<file path="src/rtl/stq_pkg.sv">
package stq_pkg;

  // Verdict of the forwarding search for one load
  typedef enum logic [1:0] {
    LDV_NONE = 2'd0,   // no buffered store touches the requested bytes
    LDV_FWD  = 2'd1,   // youngest toucher covers all requested bytes
    LDV_WAIT = 2'd2    // youngest toucher covers only part of them
  } ldv_e;

endpackage

</file>
<file path="src/rtl/stq_ring.sv">
module stq_ring #(
  parameter int DEPTH = 8,
  parameter int AW    = 32,
  parameter int DW    = 32,
  parameter int BW    = DW / 8,
  parameter int PW    = (DEPTH > 1) ? $clog2(DEPTH) : 1,
  parameter int CW    = $clog2(DEPTH + 1)
) (
  input  logic          clk,
  input  logic          rst_n,
  input  logic          push_i,
  input  logic [AW-1:0] push_addr_i,
  input  logic [DW-1:0] push_data_i,
  input  logic [BW-1:0] push_be_i,
  input  logic          pop_i,
  output logic [AW-1:0] slot_addr_o [DEPTH],
  output logic [DW-1:0] slot_data_o [DEPTH],
  output logic [BW-1:0] slot_be_o   [DEPTH],
  output logic [PW-1:0] head_o,
  output logic [CW-1:0] count_o
);

  localparam logic [PW-1:0] LAST = PW'(DEPTH - 1);

  logic [PW-1:0] head_q, head_n, tail_q, tail_n;
  logic [CW-1:0] count_q, count_n;

  // next-state
  always_comb begin
    head_n  = head_q;
    tail_n  = tail_q;
    count_n = count_q;
    if (pop_i)  head_n = (head_q == LAST) ? '0 : head_q + 1'b1;
    if (push_i) tail_n = (tail_q == LAST) ? '0 : tail_q + 1'b1;
    case ({push_i, pop_i})
      2'b10:   count_n = count_q + CW'(1);
      2'b01:   count_n = count_q - CW'(1);
      default: count_n = count_q;
    endcase
  end

  // pointer registers
  always_ff @(posedge clk or negedge rst_n) begin
    if (!rst_n) begin
      head_q  <= '0;
      tail_q  <= '0;
      count_q <= '0;
    end else begin
      head_q  <= head_n;
      tail_q  <= tail_n;
      count_q <= count_n;
    end
  end

  // entry storage, one enabled register set per slot
  for (genvar g = 0; g < DEPTH; g++) begin : g_slot
    logic [AW-1:0] addr_q;
    logic [DW-1:0] data_q;
    logic [BW-1:0] be_q;
    logic          wr_en;

    assign wr_en = push_i && (tail_q == PW'(g));

    always_ff @(posedge clk) begin
      if (wr_en) begin
        addr_q <= push_addr_i;
        data_q <= push_data_i;
        be_q   <= push_be_i;
      end
    end

    assign slot_addr_o[g] = addr_q;
    assign slot_data_o[g] = data_q;
    assign slot_be_o[g]   = be_q;
  end

  assign head_o  = head_q;
  assign count_o = count_q;

endmodule

</file>
<file path="src/rtl/stq_fwd.sv">
module stq_fwd
  import stq_pkg::*;
#(
  parameter int DEPTH = 8,
  parameter int AW    = 32,
  parameter int DW    = 32,
  parameter int BW    = DW / 8,
  parameter int PW    = (DEPTH > 1) ? $clog2(DEPTH) : 1,
  parameter int CW    = $clog2(DEPTH + 1)
) (
  input  logic [AW-1:0] slot_addr_i [DEPTH],
  input  logic [DW-1:0] slot_data_i [DEPTH],
  input  logic [BW-1:0] slot_be_i   [DEPTH],
  input  logic [PW-1:0] head_i,
  input  logic [CW-1:0] count_i,
  input  logic [AW-1:0] ld_addr_i,
  input  logic [BW-1:0] ld_be_i,
  output ldv_e          verdict_o,
  output logic [DW-1:0] fwd_data_o
);

  logic [DEPTH-1:0] ovl;
  logic [DEPTH-1:0] cov;
  logic [DW-1:0]    age_data [DEPTH];

  // one lane per age position: age 0 is the oldest entry
  for (genvar a = 0; a < DEPTH; a++) begin : g_age
    logic [PW:0]   sum;
    logic [PW-1:0] idx;
    logic          live;
    logic [BW-1:0] common;

    assign sum    = {1'b0, head_i} + (PW+1)'(a);
    assign idx    = (sum >= (PW+1)'(DEPTH)) ? PW'(sum - (PW+1)'(DEPTH)) : PW'(sum);
    assign live   = CW'(a) < count_i;
    assign common = slot_be_i[idx] & ld_be_i;
    assign ovl[a] = live && (slot_addr_i[idx] == ld_addr_i) && (|common);
    assign cov[a] = (common == ld_be_i);
    assign age_data[a] = slot_data_i[idx];
  end

  // the youngest overlapping entry decides
  always_comb begin
    verdict_o  = LDV_NONE;
    fwd_data_o = '0;
    for (int a = 0; a < DEPTH; a++) begin
      if (ovl[a]) begin
        verdict_o  = cov[a] ? LDV_FWD : LDV_WAIT;
        fwd_data_o = age_data[a];
      end
    end
  end

endmodule

</file>
<file path="src/rtl/stq_gate.sv">
module stq_gate
  import stq_pkg::*;
(
  input  logic ld_valid_i,
  input  logic ld_rmw_i,
  input  logic fence_req_i,
  input  logic empty_i,
  input  logic full_i,
  input  logic st_xlat_ok_i,
  input  ldv_e verdict_i,
  output logic ld_go_o,
  output logic ld_fwd_o,
  output logic st_ready_o,
  output logic fence_done_o
);

  logic fence_hold;
  logic ld_clear;

  always_comb begin
    fence_hold   = fence_req_i && !empty_i;
    ld_clear     = ld_rmw_i ? empty_i : (verdict_i != LDV_WAIT);
    ld_go_o      = ld_valid_i && !fence_hold && ld_clear;
    ld_fwd_o     = ld_go_o && !ld_rmw_i && (verdict_i == LDV_FWD);
    st_ready_o   = st_xlat_ok_i && !full_i && !fence_hold;
    fence_done_o = fence_req_i && empty_i;
  end

endmodule

</file>
<file path="src/rtl/tso_store_queue.sv">
module tso_store_queue
  import stq_pkg::*;
#(
  parameter int DEPTH = 8,
  parameter int AW    = 32,
  parameter int DW    = 32
) (
  input  logic            clk,
  input  logic            rst_n,
  input  logic            st_valid,
  input  logic            st_xlat_ok,
  input  logic [AW-1:0]   st_addr,
  input  logic [DW-1:0]   st_data,
  input  logic [DW/8-1:0] st_be,
  output logic            st_ready,
  input  logic            ld_valid,
  input  logic            ld_rmw,
  input  logic [AW-1:0]   ld_addr,
  input  logic [DW/8-1:0] ld_be,
  output logic            ld_go,
  output logic            ld_fwd,
  output logic [DW-1:0]   ld_fwd_data,
  input  logic            fence_req,
  output logic            fence_done,
  output logic            dr_valid,
  input  logic            dr_ready,
  output logic [AW-1:0]   dr_addr,
  output logic [DW-1:0]   dr_data,
  output logic [DW/8-1:0] dr_be
);

  localparam int BW = DW / 8;
  localparam int PW = (DEPTH > 1) ? $clog2(DEPTH) : 1;
  localparam int CW = $clog2(DEPTH + 1);

  logic [AW-1:0] slot_addr [DEPTH];
  logic [DW-1:0] slot_data [DEPTH];
  logic [BW-1:0] slot_be   [DEPTH];
  logic [PW-1:0] head;
  logic [CW-1:0] count;
  logic          push, pop, empty, full;
  ldv_e          verdict;

  assign empty = (count == '0);
  assign full  = (count == CW'(DEPTH));
  assign push  = st_valid && st_ready;
  assign pop   = dr_valid && dr_ready;

  stq_ring #(.DEPTH(DEPTH), .AW(AW), .DW(DW), .BW(BW), .PW(PW), .CW(CW)) ring_i (
    .clk         (clk),
    .rst_n       (rst_n),
    .push_i      (push),
    .push_addr_i (st_addr),
    .push_data_i (st_data),
    .push_be_i   (st_be),
    .pop_i       (pop),
    .slot_addr_o (slot_addr),
    .slot_data_o (slot_data),
    .slot_be_o   (slot_be),
    .head_o      (head),
    .count_o     (count)
  );

  stq_fwd #(.DEPTH(DEPTH), .AW(AW), .DW(DW), .BW(BW), .PW(PW), .CW(CW)) fwd_i (
    .slot_addr_i (slot_addr),
    .slot_data_i (slot_data),
    .slot_be_i   (slot_be),
    .head_i      (head),
    .count_i     (count),
    .ld_addr_i   (ld_addr),
    .ld_be_i     (ld_be),
    .verdict_o   (verdict),
    .fwd_data_o  (ld_fwd_data)
  );

  stq_gate gate_i (
    .ld_valid_i   (ld_valid),
    .ld_rmw_i     (ld_rmw),
    .fence_req_i  (fence_req),
    .empty_i      (empty),
    .full_i       (full),
    .st_xlat_ok_i (st_xlat_ok),
    .verdict_i    (verdict),
    .ld_go_o      (ld_go),
    .ld_fwd_o     (ld_fwd),
    .st_ready_o   (st_ready),
    .fence_done_o (fence_done)
  );

  // drain port shows the oldest entry
  assign dr_valid = !empty;
  assign dr_addr  = slot_addr[head];
  assign dr_data  = slot_data[head];
  assign dr_be    = slot_be[head];

endmodule

</file>
<file path="config.mk">
export PLATFORM = sky130hd
export DESIGN_NAME = tso_store_queue
export DESIGN_NICKNAME = d
export VERILOG_FILES = /design/src/rtl/stq_pkg.sv /design/src/rtl/stq_ring.sv /design/src/rtl/stq_fwd.sv /design/src/rtl/stq_gate.sv /design/src/rtl/tso_store_queue.sv
export SDC_FILE = /design/constraint.sdc
export NUM_CORES = 2
export LEC_CHECK = 0
export BUFFER_PORTS_ARGS = -buffer_cell sky130_fd_sc_hd__buf_2
export CAP_MARGIN = 30
export CORE_MARGIN = 1
export CORE_UTILIZATION = 60
export CTS_BUF_LIST = sky130_fd_sc_hd__clkbuf_4 sky130_fd_sc_hd__clkbuf_8
export DETAILED_ROUTE_END_ITERATION = 12
export HOLD_SLACK_MARGIN = 0.15
export PLACE_DENSITY = 0.78
export SYNTH_ARGS = -nofsm -noshare
export SYNTH_HDL_FRONTEND = slang
export SYNTH_HIERARCHICAL = 1
export SYNTH_SLANG_ARGS = --single-unit
</file>
<file path="constraint.sdc">
create_clock -name clk -period 18.87 [get_ports clk]
set_clock_uncertainty 0.2 [all_clocks]
set_input_delay 1.887 -clock clk [delete_from_list [all_inputs] [get_ports clk]]
set_output_delay 1.887 -clock clk [all_outputs]
set_load 0.05 [all_outputs]
</file>
Word-level counts from Yosys, hierarchy flattened

Cells that the tools add are included.
Widths: inputs -> output; s select.

Flip-flop bits (word level): 554
Output and inout port bits: 105
Logic and storage cells: 283

Add/sub/neg operators: 19
Magnitude comparators: 25
Equality and inequality tests: 29
Multiplexer cells: 117
Bitwise operators: 17
Reduce and logical (&&, ||, !) cells: 49

Operator list:

| kind                | number |
|---|---|
| $bmux 32 s3         | 18 |
| $mux 32             | 44 |
| $eq 32x32->1        | 8 |
| $bmux 4 s3          | 9 |
| $mux 4              | 18 |
| $ge 4x4->1 const B  | 16 |
| $not 3->4           | 9 |
| $logic_and 1x1->1   | 34 |
| $and 4x4->4         | 8 |
| $eq 4x4->1          | 8 |
| $mux 2              | 16 |
| $reduce_or 4->1     | 8 |
| $mux 3              | 10 |
| $sub 3x1->3 const B | 8 |
| $add 3x3->4 const B | 4 |
| $lt 3x4->1 const A  | 4 |
| $eq 3x3->1 const B  | 5 |
| $add 3x2->4 const B | 2 |
| $lt 1x4->1 const A  | 2 |
| $lt 2x4->1 const A  | 2 |
| $pmux 4 s2          | 1 |
| $add 3x1->3 const B | 2 |
| $eq 3x2->1 const B  | 2 |
| $add 3x1->4 const B | 1 |
| 13 further kinds    | 17 |

Depth between registers and ports, before layout

Depth in word-level cells: 22
Depth in mapped cells: 26
Mapped depth without buffers: 15

Cells and area by module

Netlist, hierarchy kept.

Modules (own cells, without submodules):

| module          | times used | cells an instance | area an instance (um2) | sequential area each (um2) |
|---|---|---|---|---|
| stq_fwd         | 1          | 2824              | 27118.5                | 0.0 |
| stq_ring        | 1          | 603               | 16972.5                | 16585.9 |
| tso_store_queue | 1          | 247               | 4072.7                 | 0.0 |
| stq_gate        | 1          | 8                 | 57.6                   | 0.0 |

Worst setup path before layout

Ideal clock, no wire load.

Kind: reg-to-output
Start point: register ring_i.head_q[0] (netlist: ring_i/head_o[0])
End point: output port ld_fwd
Arrival: 5943 ps
Data required time: 16783 ps
Setup slack: 10840 ps
Cell stages (with the launch flop): 23
Buffers on the path: 10
Cell sequence: dfrtp_1 -> buf_4 -> inv_2 -> buf_1 -> buf_2 -> clkbuf_1 -> ha_1 -> buf_4 -> buf_2 -> buf_4 -> buf_2 -> buf_2 -> mux4_2 -> mux2i_1 -> xnor2_1 -> a2111oi_0 -> o2111ai_1 -> nor4_1 -> buf_2 -> a211oi_1 -> a21oi_1 -> o31ai_1 -> nor4_2

Longest elaborated chain between the ends: 22

Ends and longest elaborated chain:

| item                                                    | line                                        | RTL |
|---|---|---|
| start, declared                                         | stq_ring.sv:25                              | `logic [PW-1:0] head_q, head_n, tail_q, tail_n;` |
| start signal, assigned                                  | stq_ring.sv:49                              | `head_q <= head_n;` |
| $add 3x1->4 (tied with other cells)                     | stq_fwd.sv:33                               | `assign sum = {1'b0, head_i} + (PW+1)'(a);` |
| $ge 4x4->1 (tied with other cells)                      | stq_fwd.sv:34                               | `assign idx = (sum >= (PW+1)'(DEPTH)) ? PW'(sum - (PW+1)'(DEPTH)) : PW'(sum);` |
| $mux 3 or $not 3->4 (tied branches)                     | stq_fwd.sv:34, stq_fwd.sv:36, stq_fwd.sv:37 |  |
| $not 3->4 (not written as such) (tied with other cells) | stq_fwd.sv:36, stq_fwd.sv:37                |  |
| $bmux 32 s3 (tied with other cells)                     | stq_fwd.sv:37                               | `assign ovl[a] = live && (slot_addr_i[idx] == ld_addr_i) && (\|common);` |
| $mux 32 (not written as such) or $mux 4 (tied branches) | stq_fwd.sv:37, stq_fwd.sv:36                |  |
| $mux 32 (not written as such) (tied with other cells)   | stq_fwd.sv:37                               |  |
| $eq 32x32->1 (tied with other cells)                    | stq_fwd.sv:37                               |  |
| $logic_and 1x1->1 (tied with other cells) (2 in a row)  | stq_fwd.sv:37                               |  |
| $mux 2 (6 in a row)                                     | stq_fwd.sv:47                               | `if (ovl[a]) begin` |
| $mux 2 *                                                | stq_fwd.sv:47                               |  |
| named net verdict[1]                                    | tso_store_queue.sv:42                       | `ldv_e verdict;` |
| $ne 2x2->1                                              | stq_gate.sv:22                              | `ld_clear = ld_rmw_i ? empty_i : (verdict_i != LDV_WAIT);` |
| $mux 1                                                  | stq_gate.sv:22                              |  |
| $logic_and 1x1->1                                       | stq_gate.sv:23                              | `ld_go_o = ld_valid_i && !fence_hold && ld_clear;` |
| $logic_and 1x1->1                                       | stq_gate.sv:24                              | `ld_fwd_o = ld_go_o && !ld_rmw_i && (verdict_i == LDV_FWD);` |
| $logic_and 1x1->1 *                                     | stq_gate.sv:24                              |  |
| end, declared                                           | tso_store_queue.sv:21                       | `output logic ld_fwd,` |

Mark *: on every way through the listed nets, which the timed path passes. The rest lies on a longest branch. The select of a mux whose other input is x is not followed.

Worst setup path after layout

Start point: register ring_i.head_q[1] (netlist: ring_i/head_o[1])
End point: output port ld_fwd_data[30]

Longest elaborated chain between the ends: 17

Ends and longest elaborated chain:

| item                                                    | line                                        | RTL |
|---|---|---|
| $add 3x1->4 (tied with other cells)                     | stq_fwd.sv:33                               |  |
| $ge 4x4->1 (tied with other cells)                      | stq_fwd.sv:34                               |  |
| $mux 3 or $not 3->4 (tied branches)                     | n/a                                         |  |
| $not 3->4 (not written as such) (tied with other cells) | stq_fwd.sv:36, stq_fwd.sv:37, stq_fwd.sv:39 |  |
| $bmux 32 s3 (tied with other cells)                     | stq_fwd.sv:37                               |  |
| $mux 32 (not written as such) or $mux 4 (tied branches) | stq_fwd.sv:37, stq_fwd.sv:36                |  |
| $mux 32 (not written as such) (tied with other cells)   | stq_fwd.sv:37                               |  |
| $eq 32x32->1 (tied with other cells)                    | stq_fwd.sv:37                               |  |
| $logic_and 1x1->1 or $reduce_or 4->1 (tied branches)    | stq_fwd.sv:37                               |  |
| $logic_and 1x1->1 or $mux 32 (tied branches)            | stq_fwd.sv:37, stq_fwd.sv:47                |  |
| $mux 32 (6 in a row)                                    | stq_fwd.sv:47                               |  |
| $mux 32 *                                               | stq_fwd.sv:47                               |  |
| end, declared                                           | tso_store_queue.sv:22                       | `output logic [DW-1:0] ld_fwd_data,` |

Every way passes the cells marked *; elsewhere a longest branch is shown, timed or not. The select of a mux whose other input is x is not followed.

==> qor.yml <==
yosysTopAreaCellShare_pct: 33.9
synth_nets: 3807
fin_crit_sh_pct: 62.3
drc_errors: 0
clk_latency_ns: 0.74
grt-busiest-layer: "met2"
pwr-share-seq_pct: 15.4
endpoint: "ld_fwd_data[30]"
cts_num_sinks: 554
grt_util_met2_pct: 60.9
postCtsSetupRepairBufs: 0
nets: 3821
p_clk_share_pct: 11.2
postSynthAreaPerCell_um2: 13.1
p_int_mw: 5.08
arrival_ns: 9.67
final_util_pct: 65.4
firstDrtPassIters: 8
drt_iter0_drc: 6942
max-slew-margin-rel_pct: 21.7
post_drt_wl_per_cell_um: 35.7
yosys_warnings: 6
filler_cell_count: 5773
gp_congestion: 1.11
reg2reg_slack_ns: 13.99
layout_commonest_cell: "mux4_2"
htreeDepth: 3
cts_made_buffers: 95
hold_viol: 0
synthesis.area_um2: 48200
grt_max_degree: 153
p_per_area_nw_per_um2: 198
setup_viol: 0
path_class: "reg2out"
hold_path_class: "reg2reg"
hold_buffers: 0
end_kind: "output pin"
vias: 39200
total_power_mw: 10.2
core_um2: 79300
maxSlewViolCount: 0
maxCapViolCount: 0
reg2reg_depth: 6
rsz0062_at_grt: "false"
cp_max_fo: 101
ios: 217
first_global_vias: 36500
tightest_slew_ns: 1.17
root_buffer: "clkbuf_8"
met3_usage_pct: 11.2
hpwl_mm: 115
synth_largest_area_cell: "edfxtp_1"
ys_seq_elements: 554
gr-total-overflow: 0
cp.required_ns: 16.78
final_cell_mix: "mux4_2 (641), edfxtp_1 (544), nand2_1 (340)"
fp.dieH_um: 285
cts_resized: 0
yosysSeqAreaShare_pct: 34.4
placementRows: 103
placed_area_um2: 49700
p_sw_mw: 5.17
io_buffers: 216
fin_area_um2: 51800
timing.fmax_ghz: 0.0851
synth_cell_type_count: 83
start_util_pct: 60.8
ys.flop_type: "edfxtp_1"
reg2reg_from: "ring_i/count_o[3]"
cts.reportedPaths.clkPinSlew_ns: 0.06
synthCells: 3682
finalWirelength_mm: 173
synth_area_leaders: "edfxtp_1 (34%), mux4_2 (30%), mux2i_1 (5.9%), xnor2_1 (4.0%), mux2_2 (3.8%)"
start_kind: "flip-flop"
gr-usage-all-layers_pct: 41.9
clockBufferDepth: 3
antenna_found_initial: 20
grt_pass1_wl_mm: 251
fp.dieW_um: 285
cp-startpoint: "ring_i/head_o[1]"
syn_to_final_growth_pct: 7.52
synth_edf_count: 544
dieArea_um2: 81500
fin_setup_tns_ns: 0
drt.antenna.violating_nets: 0
p_leak_nw: 17.2
async_flop_share_pct: 1.81
ir_drop_mv: 0.208
combPwrFrac_pct: 73.4
r2r-end: "ring_i/g_slot[5].data_q[9]"
gr-usage-met1_pct: 59.5
cts_tree: "done"
status: "complete, no violations"
vias_per_cell: 8.10
swShare_pct: 50.4
fin_crit_ns: 11.76
drive_above_1_share_pct: 34.4
[critical path, stage by stage (launching register included)]
cell	delay, ns
dfrtp_4	0.98
inv_1	0.65
ha_4	0.92
buf_4	0.70
buf_12	0.58
buf_4	0.84
mux4_2	0.61
xor2_1	0.18
o31ai_1	0.26
nand4_1	0.11
a2111oi_0	0.33
nand4b_1	0.17
buf_4	0.33
nand2b_2	0.88
o221ai_1	0.27
o2111a_1	0.18
o32a_1	0.42
buf_2	0.25
[cells in the mapped netlist, drive strengths merged (42+ instances only)]
cell,count
o22ai,58
nor2,84
xnor2,222
mux2,161
buf,197
edfxtp,544
nand4,68
a211oi,42
nand2,340
nor3,49
a22oi,54
a31oi,81
and2,47
mux2i,283
mux4,643
a21oi,49
clkbuf,174
o21ai,52
[power groups by stage]
| stage | combinational [mW] | clock [mW] | sequential (mW) |
|---|---|---|---|
| global route | 7.76 | 1.20 | 1.59 |
| global placement | 7.18 | 0 | 1.59 |
| floorplan | 5.53 | 0 | 1.49 |
| finish | 7.52 | 1.15 | 1.58 |
| detailed placement | 7.24 | 0 | 1.60 |
| CTS | 7.28 | 1.16 | 1.57 |
[worst min-delay path by stage]
stage,startpoint,end,slack [ns],cells after the start
final,ring_i/tail_q[0],ring_i/tail_q[0],0.43,2
after CTS,ring_i/tail_q[0],ring_i/tail_q[0],0.43,2
after global routing,ring_i/tail_q[0],ring_i/tail_q[0],0.46,2
after global placement,ring_i/tail_q[1],ring_i/tail_q[1],0.40,2
after detailed placement,ring_i/tail_q[0],ring_i/tail_q[0],0.42,2
after floorplan,ring_i/head_o[1],ring_i/head_o[1],0.35,1
[metal layers]
layer	vias up	routed length (um)	part of all wire (%)
met5	-	87	0.050
met4	14	8620	5.0
met3	595	26200	15
met2	3597	75800	44
met1	19600	62000	36
li1	15400	-	-
[registers in the layout (all words and copies together) (netlist names)]
| signal | count |
|---|---|
| ring_i/g_slot.addr_q | 256 |
| ring_i/count_o | 4 |
| ring_i/g_slot.data_q | 256 |
| ring_i/head_o | 3 |
| ring_i/tail_q | 3 |
| ring_i/g_slot.be_q | 32 |
[cell families after synthesis]
group	Yosys count	share of synthesized area (%)
muxes	1087	39.7
and+or+nand+nor	733	7.27
AOI/OAI and AO/OA	619	9.64
DFF	554	34.4
buffers and inverters	415	3.91
xor gates and xnor gates	261	4.78
adders and majority gates	13	0.337
[stage by stage]
stage	cells	setup WS (ns)	hold WS [ns]
after floorplan	3682	10.84	0.348
after global placement	4637	7.79	0.402
after detailed placement	4642	8.15	0.419
after CTS	4813	7.30	0.430
after global routing	4831	6.66	0.455
final	4834	7.11	0.426
[final cells by class]
class	count	area, um^2	area share (%)
Antenna cell	14	35.0	0.0676
Clock buffer	117	1480	2.85
Clock inverter	54	479	0.924
Inverter	44	168	0.323
Multi-Input combinational cell	2713	29900	57.7
Sequential cell	554	16600	32.0
Tap cell	1050	1310	2.53
Timing Repair Buffer	288	1840	3.54
Power figures use the tool's default switching activity.
